`config.mk`:
```
export PLATFORM = sky130hd
export DESIGN_NAME = spi_cmd_txq
export DESIGN_NICKNAME = d
export VERILOG_FILES = /design/src/rtl/spi_cmd_txq.sv
export SDC_FILE = /design/constraint.sdc
export NUM_CORES = 1
export LEC_CHECK = 0
export BUFFER_PORTS_ARGS = -buffer_cell sky130_fd_sc_hd__buf_2
export CORE_MARGIN = 2
export CORE_UTILIZATION = 35
export DETAILED_ROUTE_END_ITERATION = 16
export HOLD_SLACK_MARGIN = 0.1
export PLACE_DENSITY = 0.49
export SLEW_MARGIN = 20
export SYNTH_ARGS = -nofsm -noshare
export SYNTH_HDL_FRONTEND = slang
export SYNTH_SLANG_ARGS = --single-unit
```
`constraint.sdc`:
```
create_clock -name clk -period 3.4 [get_ports clk]
set_input_delay 0.51 -clock clk [delete_from_list [all_inputs] [get_ports clk]]
set_output_delay 0.51 -clock clk [all_outputs]
set_load 0.03 [all_outputs]
```
`src/rtl/spi_cmd_txq.sv`:
```
module spi_cmd_txq #(
  parameter int DEPTH = 4
) (
  input  logic        clk,
  input  logic        rst_n,
  input  logic        enable,
  input  logic        wr_en,
  input  logic [3:0]  wr_strb,
  input  logic [31:0] wr_data,
  output logic [31:0] rd_data,
  input  logic        frame_start,
  input  logic        frame_end,
  input  logic        restart,
  output logic        pop_valid,
  output logic [31:0] frame_word,
  output logic [5:0]  cs_act,
  output logic        eoq_pulse,
  output logic        halted,
  output logic        overflow
);
  localparam int AW = (DEPTH > 1) ? $clog2(DEPTH) : 1;
  localparam int CW = $clog2(DEPTH + 1);
  localparam logic [31:0] RSV_MASK = 32'h03C0_0000;

  logic [31:0]   mem [DEPTH];
  logic [AW-1:0] wp, rp;
  logic [CW-1:0] cnt;
  logic [31:0]   stage, merged;
  logic          busy, cur_cont, cur_eoq;

  always_comb begin
    for (int b = 0; b < 4; b++)
      merged[8*b +: 8] = wr_strb[b] ? wr_data[8*b +: 8] : stage[8*b +: 8];
    merged = merged & ~RSV_MASK;
  end

  wire empty   = (cnt == '0);
  wire full    = (cnt == CW'(DEPTH));
  wire wr_ok   = enable && wr_en && (|wr_strb);
  wire do_push = wr_ok && !full;
  wire do_pop  = frame_start && pop_valid;

  assign pop_valid  = !empty && !halted && !busy;
  assign frame_word = mem[rp];
  assign rd_data    = (enable && !empty) ? mem[rp] : stage;

  function automatic logic [AW-1:0] nxt(input logic [AW-1:0] p);
    return (p == AW'(DEPTH - 1)) ? '0 : p + 1'b1;
  endfunction

  always_ff @(posedge clk or negedge rst_n) begin
    if (!rst_n) begin
      for (int i = 0; i < DEPTH; i++) mem[i] <= '0;
      wp <= '0;
      rp <= '0;
      cnt <= '0;
      stage <= '0;
      overflow <= 1'b0;
    end else begin
      if (wr_ok) stage <= merged;
      if (wr_ok && full) overflow <= 1'b1;
      if (do_push) begin
        mem[wp] <= merged;
        wp <= nxt(wp);
      end
      if (do_pop) rp <= nxt(rp);
      cnt <= cnt + CW'(do_push) - CW'(do_pop);
    end
  end

  always_ff @(posedge clk or negedge rst_n) begin
    if (!rst_n) begin
      busy <= 1'b0;
      cur_cont <= 1'b0;
      cur_eoq <= 1'b0;
      cs_act <= '0;
      eoq_pulse <= 1'b0;
      halted <= 1'b0;
    end else begin
      eoq_pulse <= 1'b0;
      if (restart) halted <= 1'b0;
      if (do_pop) begin
        busy <= 1'b1;
        cur_cont <= frame_word[31];
        cur_eoq <= frame_word[27];
        cs_act <= frame_word[21:16];
      end else if (frame_end && busy) begin
        busy <= 1'b0;
        if (!cur_cont) cs_act <= '0;
        if (cur_eoq) begin
          eoq_pulse <= 1'b1;
          halted <= 1'b1;
        end
      end
    end
  end
endmodule

```
# Word-level counts from Yosys, hierarchy flattened
# Index checks and enable logic that the tools add are counted.
# W data, S select, Z words.
word_totals:
  register_bits: 175
  in_bits: 43
  out_inout_bits: 74
  word_cells: 71
classes:
  n_addsub: 4
  magnitude_cmp: 3
  eq_ne: 4
  mux: 25
  bitwise_logic: 2
  n_reduce_logical: 18
ops:
  columns: ["cell", "count"]
  rows:
  - ["$bwmux W128", 1]
  - ["$mux W32", 4]
  - ["$bmux W32 S2", 1]
  - ["$demux W32 S2", 1]
  - ["$mux W6", 4]
  - ["$mux W8", 3]
  - ["$logic_and A1 B1 Y1", 10]
  - ["$mux W1", 9]
  - ["$ge A3 B3 Y1 const B", 2]
  - ["$not A2 Y3", 2]
  - ["$add A2 B1 Y2 const B", 2]
  - ["$eq A2 B2 Y1 const B", 2]
  - ["$logic_not A1 Y1", 4]
  - ["$mux W2", 2]
  - ["$reduce_or A4 Y1", 1]
  - ["$add A3 B1 Y3", 1]
  - ["$eq A3 B3 Y1 const B", 1]
  - ["$logic_not A3 Y1", 1]
  - ["$lt A3 B1 Y1 const B", 1]
  - ["$sub A3 B1 Y3", 1]
  - ["$ne A2 B1 Y1 const B", 1]
  - ["$reduce_and A2 Y1", 1]
  - ["$reduce_bool A2 Y1", 1]

# Logic depth before layout (Yosys ltp)
logic_depth:
  depth_word: 7
  mapped_depth: 11
  mapped_depth_nobuf: 9

# Worst setup path after synthesis
# No wires, ideal clock.
synth_path:
  path_type: "input -> register"
  from: "in wr_strb[0]"
  to: "reg cnt[2]"
  setup_ns: 0.123
  arrival_time_ns: 2.470
  required_ns: 3.277
  slack_ns: 0.807
  cell_stages: 10
  path_buffers: 1
  cell_sequence: "buf_4 > nor4_4 > nor3_1 > inv_1 > ha_1 > inv_1 > ha_1 > fa_1 > xnor2_1 > xnor2_1"
synth_via:
  elab_chain_len: 5
synth_lines:
  columns: ["item", "line_no", "source"]
  rows:
  - ["start, declared", "8", "input logic [3:0] wr_strb,"]
  - ["$reduce_or A4 Y1", "39", "wire wr_ok = enable && wr_en && (|wr_strb);"]
  - ["$logic_and A1 B1 Y1", "39", null]
  - ["$logic_and A1 B1 Y1", "40", "wire do_push = wr_ok && !full;"]
  - ["$add A3 B1 Y3", "67", "cnt <= cnt + CW'(do_push) - CW'(do_pop);"]
  - ["$sub A3 B1 Y3", "67", null]
  - ["end signal, assigned", "67", null]
  - ["end, declared", "27", "logic [CW-1:0] cnt;"]
# Every way passes these cells.
# A chain may end at the register's enable or synchronous reset.

# Final worst setup path
layout_path:
  from: "reg rp[0]"
  to: "out rd_data[31]"
layout_via:
  elab_chain_len: 5
layout_lines:
  columns: ["item", "line_no", "source"]
  rows:
  - ["start, declared", "26", "logic [AW-1:0] wp, rp;"]
  - ["start signal, assigned", "66", "if (do_pop) rp <= nxt(rp);"]
  - ["$not A2 Y3 (not written as such)", "45", "assign rd_data = (enable && !empty) ? mem[rp] : stage;"]
  - ["$bmux W32 S2", "45", null]
  - ["$mux W32 (not written as such) (2 in a row)", "45", null]
  - ["$mux W32", "45", null]
  - ["end, declared", "10", "output logic [31:0] rd_data,"]
# Every way passes these cells. The select of a mux whose other input is x is not followed.

==> flow_summary_export.csv <==
group,metric,value,unit
clock_network,cts_tree,"built",
yosys,synth-compound-area-share,0.631,%
cells_and_area,regArea,0.00398,mm2
worst_setup_path,end_kind,"output pin",
status,status,"finished clean",
cells_and_area,multi_input_area,0.00369,mm2
timing,maxSlewHeadroom,45.3,%
place,port-buffer-count,104,
timing,hold_viol,0,
drt,drt_pass1_iterations,5,
global_routing,grt_max_degree,62,
power,internal-power,6.35,mW
yosys,synthDistinctLibCells,28,
worst_hold_path,whs_path_depth,2,
cells_and_area,finish.utilization,41.9,%
clock_network,cts_buffer_depth,2,
timing,worst_pin_slew,0.818,ns
yosys,synth.area.mux_share,40.8,%
global_routing,grt_pass1_wl,28300,um
power,ir_worst_vdd,0.000466,V
worst_setup_path,r2r_start,"cnt[1]",
drt,final_antenna_net_count,0,
worst_setup_path,timing.rr.end,"cnt[2]",
power,p_leak,4.22,nW
cells_and_area,fill_cells,2056,
power,p_total,10.4,mW
yosys,yosysSeqAreaShare,50.1,%
worst_setup_path,path_cells,"buf_12, mux4_2, mux2_2, buf_2",
worst_setup_path,r2r_cells,9,
timing,fin_crit_sh,90.0,%
yosys,ys_ff_latch,159,
floorplanning,die_area,0.0239,mm2
clock_network,root_buffer,"clkbuf_16",
global_routing,grt-ovfl-total,0,
drt,routed_wl,17900,um
worst_setup_path,critical-path-max-stage-delay,0.80,ns
drt,avgViaCountPerCell,4.97,
drt,wl_per_cell,20.0,um
worst_setup_path,cp_data_arrival_time,2.55,ns
worst_setup_path,required,2.89,ns
place,hpwl,11600,um
yosys,syn_inst,485,
floorplanning,start_util,35.4,%
drt,remaining_drc_errors,0,
yosys,synthSimpleGateAreaFrac,3.03,%
power,p_sw,4.04,mW
yosys,synthAdderAreaFrac,1.36,%
cells_and_area,drive_above_1_share,63.4,%
yosys,yosys.area.top_type,"dfrtp_1",
timing,fin_crit,3.06,ns
worst_setup_path,worstSetupPathType,"flip-flop to output pin",
clock_network,cts_made_buffers,17,
power,swShare,38.9,%
floorplanning,fp-row-count,55,
global_routing,antenna_found_initial,0,
clock_network,cts.repair.resized,0,
cells_and_area,syn2layout_area_growth,18.5,%
yosys,yosysWarningCount,0,
global_routing,grt_pass1_vias,4908,
yosys,synth_top_family_by_area,"multiplexers",
floorplanning,die_h,155,um
worst_setup_path,cp-start-kind,"flip-flop",
timing,maxSlewViolCount,0,
global_routing,track_usage,15.6,%
floorplanning,pin_count,117,
timing,skew,0.0101,ns
power,pwr-share-seq,32.5,%
power,power.density,1100,mW/mm2
worst_setup_path,worst-r2r-setup-slack,0.69,ns
power,clkPwrFrac,18.9,%
clock_network,clkTransAtPathRegs,0.06,ns
floorplanning,fp.coreArea,0.0224,mm2
yosys,synth-xor-area-share,0.221,%
worst_setup_path,cp_max_fo,18,
yosys,yosys.area.top_type_share,50.1,%
drt,drtIter0Drc,231,
worst_hold_path,worstHoldEndpoint,"busy",
worst_hold_path,min_from,"frame_end",
place,place_congestion,0.690,
yosys,netlist_area,0.00794,mm2
timing,final.setup.tns,0,ns
power,combPwrFrac,48.6,%
floorplanning,die_x,155,um
yosys,synth.avg_cell_area,16.4,um2
worst_setup_path,slowest_stage,"dfrtp_2",
timing,setup_viol,0,
worst_hold_path,hold_path.class,"input pin to flip-flop",
cells_and_area,layout_commonest_cell,"dfrtp_1",
cells_and_area,final_cell_mix,"dfrtp_1, mux2_2, buf_2",
cells_and_area,nets,647,
timing,fmax,327,MHz
flow_run,drv_cap,0,
clock_network,clock_latency,0.42,ns
cells_and_area,diodes,0,
drt,via_count,4441,
clock_network,htree_levels,4,
yosys,synth.area.top_cells,"dfrtp_1, mux2_4, mux2_2, mux4_2, buf_6",
clock_network,cts.sinks,159,
timing,rsz0062_at_grt,"false",
-- layout make-up --
type / instances / share of cell area (%)
sequential: 159 / 42.3
multi-input combinational: 287 / 39.3
timing repair buffer: 118 / 7.68
clock buffer: 22 / 4.94
tap: 285 / 3.79
clock inverter: 10 / 1.45
inverter: 13 / 0.519
-- critical path: cells and delay by family, from the launching register on --
kind	cells	cell delay, ns
mux	2	0.88
flops	1	0.80
buf+inv	2	0.44
-- cells by family after synthesis --
family | count (synthesis)
AND/OR/NAND/NOR | 30
AO/OA/AOI/OAI | 9
other | 1
adder cells (fa/ha/maj) | 8
flip-flops | 159
XOR/XNOR | 2
multiplexers | 230
buffers and inverters | 46
-- power by group through the flow --
stage	clock, mW	sequential, mW	combinational [mW]
2_1_floorplan	0	3.18	3.98
3_3_place_gp	0	3.32	5.02
3_5_place_dp	0	3.40	5.11
4_1_cts	2.01	3.38	5.13
5_1_grt	2.08	3.49	5.38
6_report	1.96	3.38	5.05
-- routing by layer --
layer | vias to the layer above | global-route usage, % | part of all wire, %
met1 | 2357 | 20.2 | 45
li1 | 1985 | - | -
met2 | 90 | 27.0 | 51
met4 | 0 | 3.88 | 0.81
met5 | - | 0 | 0
met3 | 9 | 3.22 | 3.3
-- cells in the mapped netlist --
master,instances
and3_1,1
mux4_2,28
buf_6,11
inv_1,13
conb_1,1
buf_2,7
fa_1,1
ha_1,7
dfrtp_1,159
nand3_1,1
nand3b_1,1
o21ai_0,7
nor3b_2,1
mux2_2,113
xnor2_1,2
buf_1,2
nand2_1,8
nor4_4,5
a21o_1,2
mux2_4,89
nor2_1,3
clkbuf_1,4
buf_4,9
and2_1,1
nor2_2,1
or3_1,1
nand4_1,6
nor3_1,1
-- worst max-delay path by stage --
stage	start	slack (ns)	end	depth (start not counted)
after global routing	rp[0]	0.22	rd_data[31]	4
after detailed placement	wr_strb[0]	0.48	cnt[2]	10
after global placement	wr_strb[0]	0.55	cnt[2]	10
final	rp[0]	0.34	rd_data[31]	4
after CTS	rp[0]	0.28	rd_data[31]	4
after floorplan	wr_strb[0]	0.81	cnt[2]	10
-- through the flow --
step / hold WS (ns) / area (um2) / setup WS, ns / cells
floorplan: 0.214 / 7960 / 0.807 / 492
global placement: 0.448 / 8790 / 0.548 / 861
detailed placement: 0.447 / 8790 / 0.485 / 861
CTS: 0.287 / 9400 / 0.279 / 894
global route: 0.314 / 9400 / 0.222 / 894
finish: 0.308 / 9400 / 0.341 / 894
-- state kept, by name (all words and copies together) (netlist names) --
name / cells
mem: 112
stage: 28
cs_act: 6
cnt: 3
rp: 2
wp: 2
busy: 1
cur_cont: 1
cur_eoq: 1
eoq_pulse: 1
halted: 1
overflow: 1
-- repair_timing --
item | 4_1_cts | 5_1_grt
hold endpoints to repair | 27 | 0
setup buffers | 0 | 0
hold buffers | 1 | 0
Power figures use the tool's default switching activity.
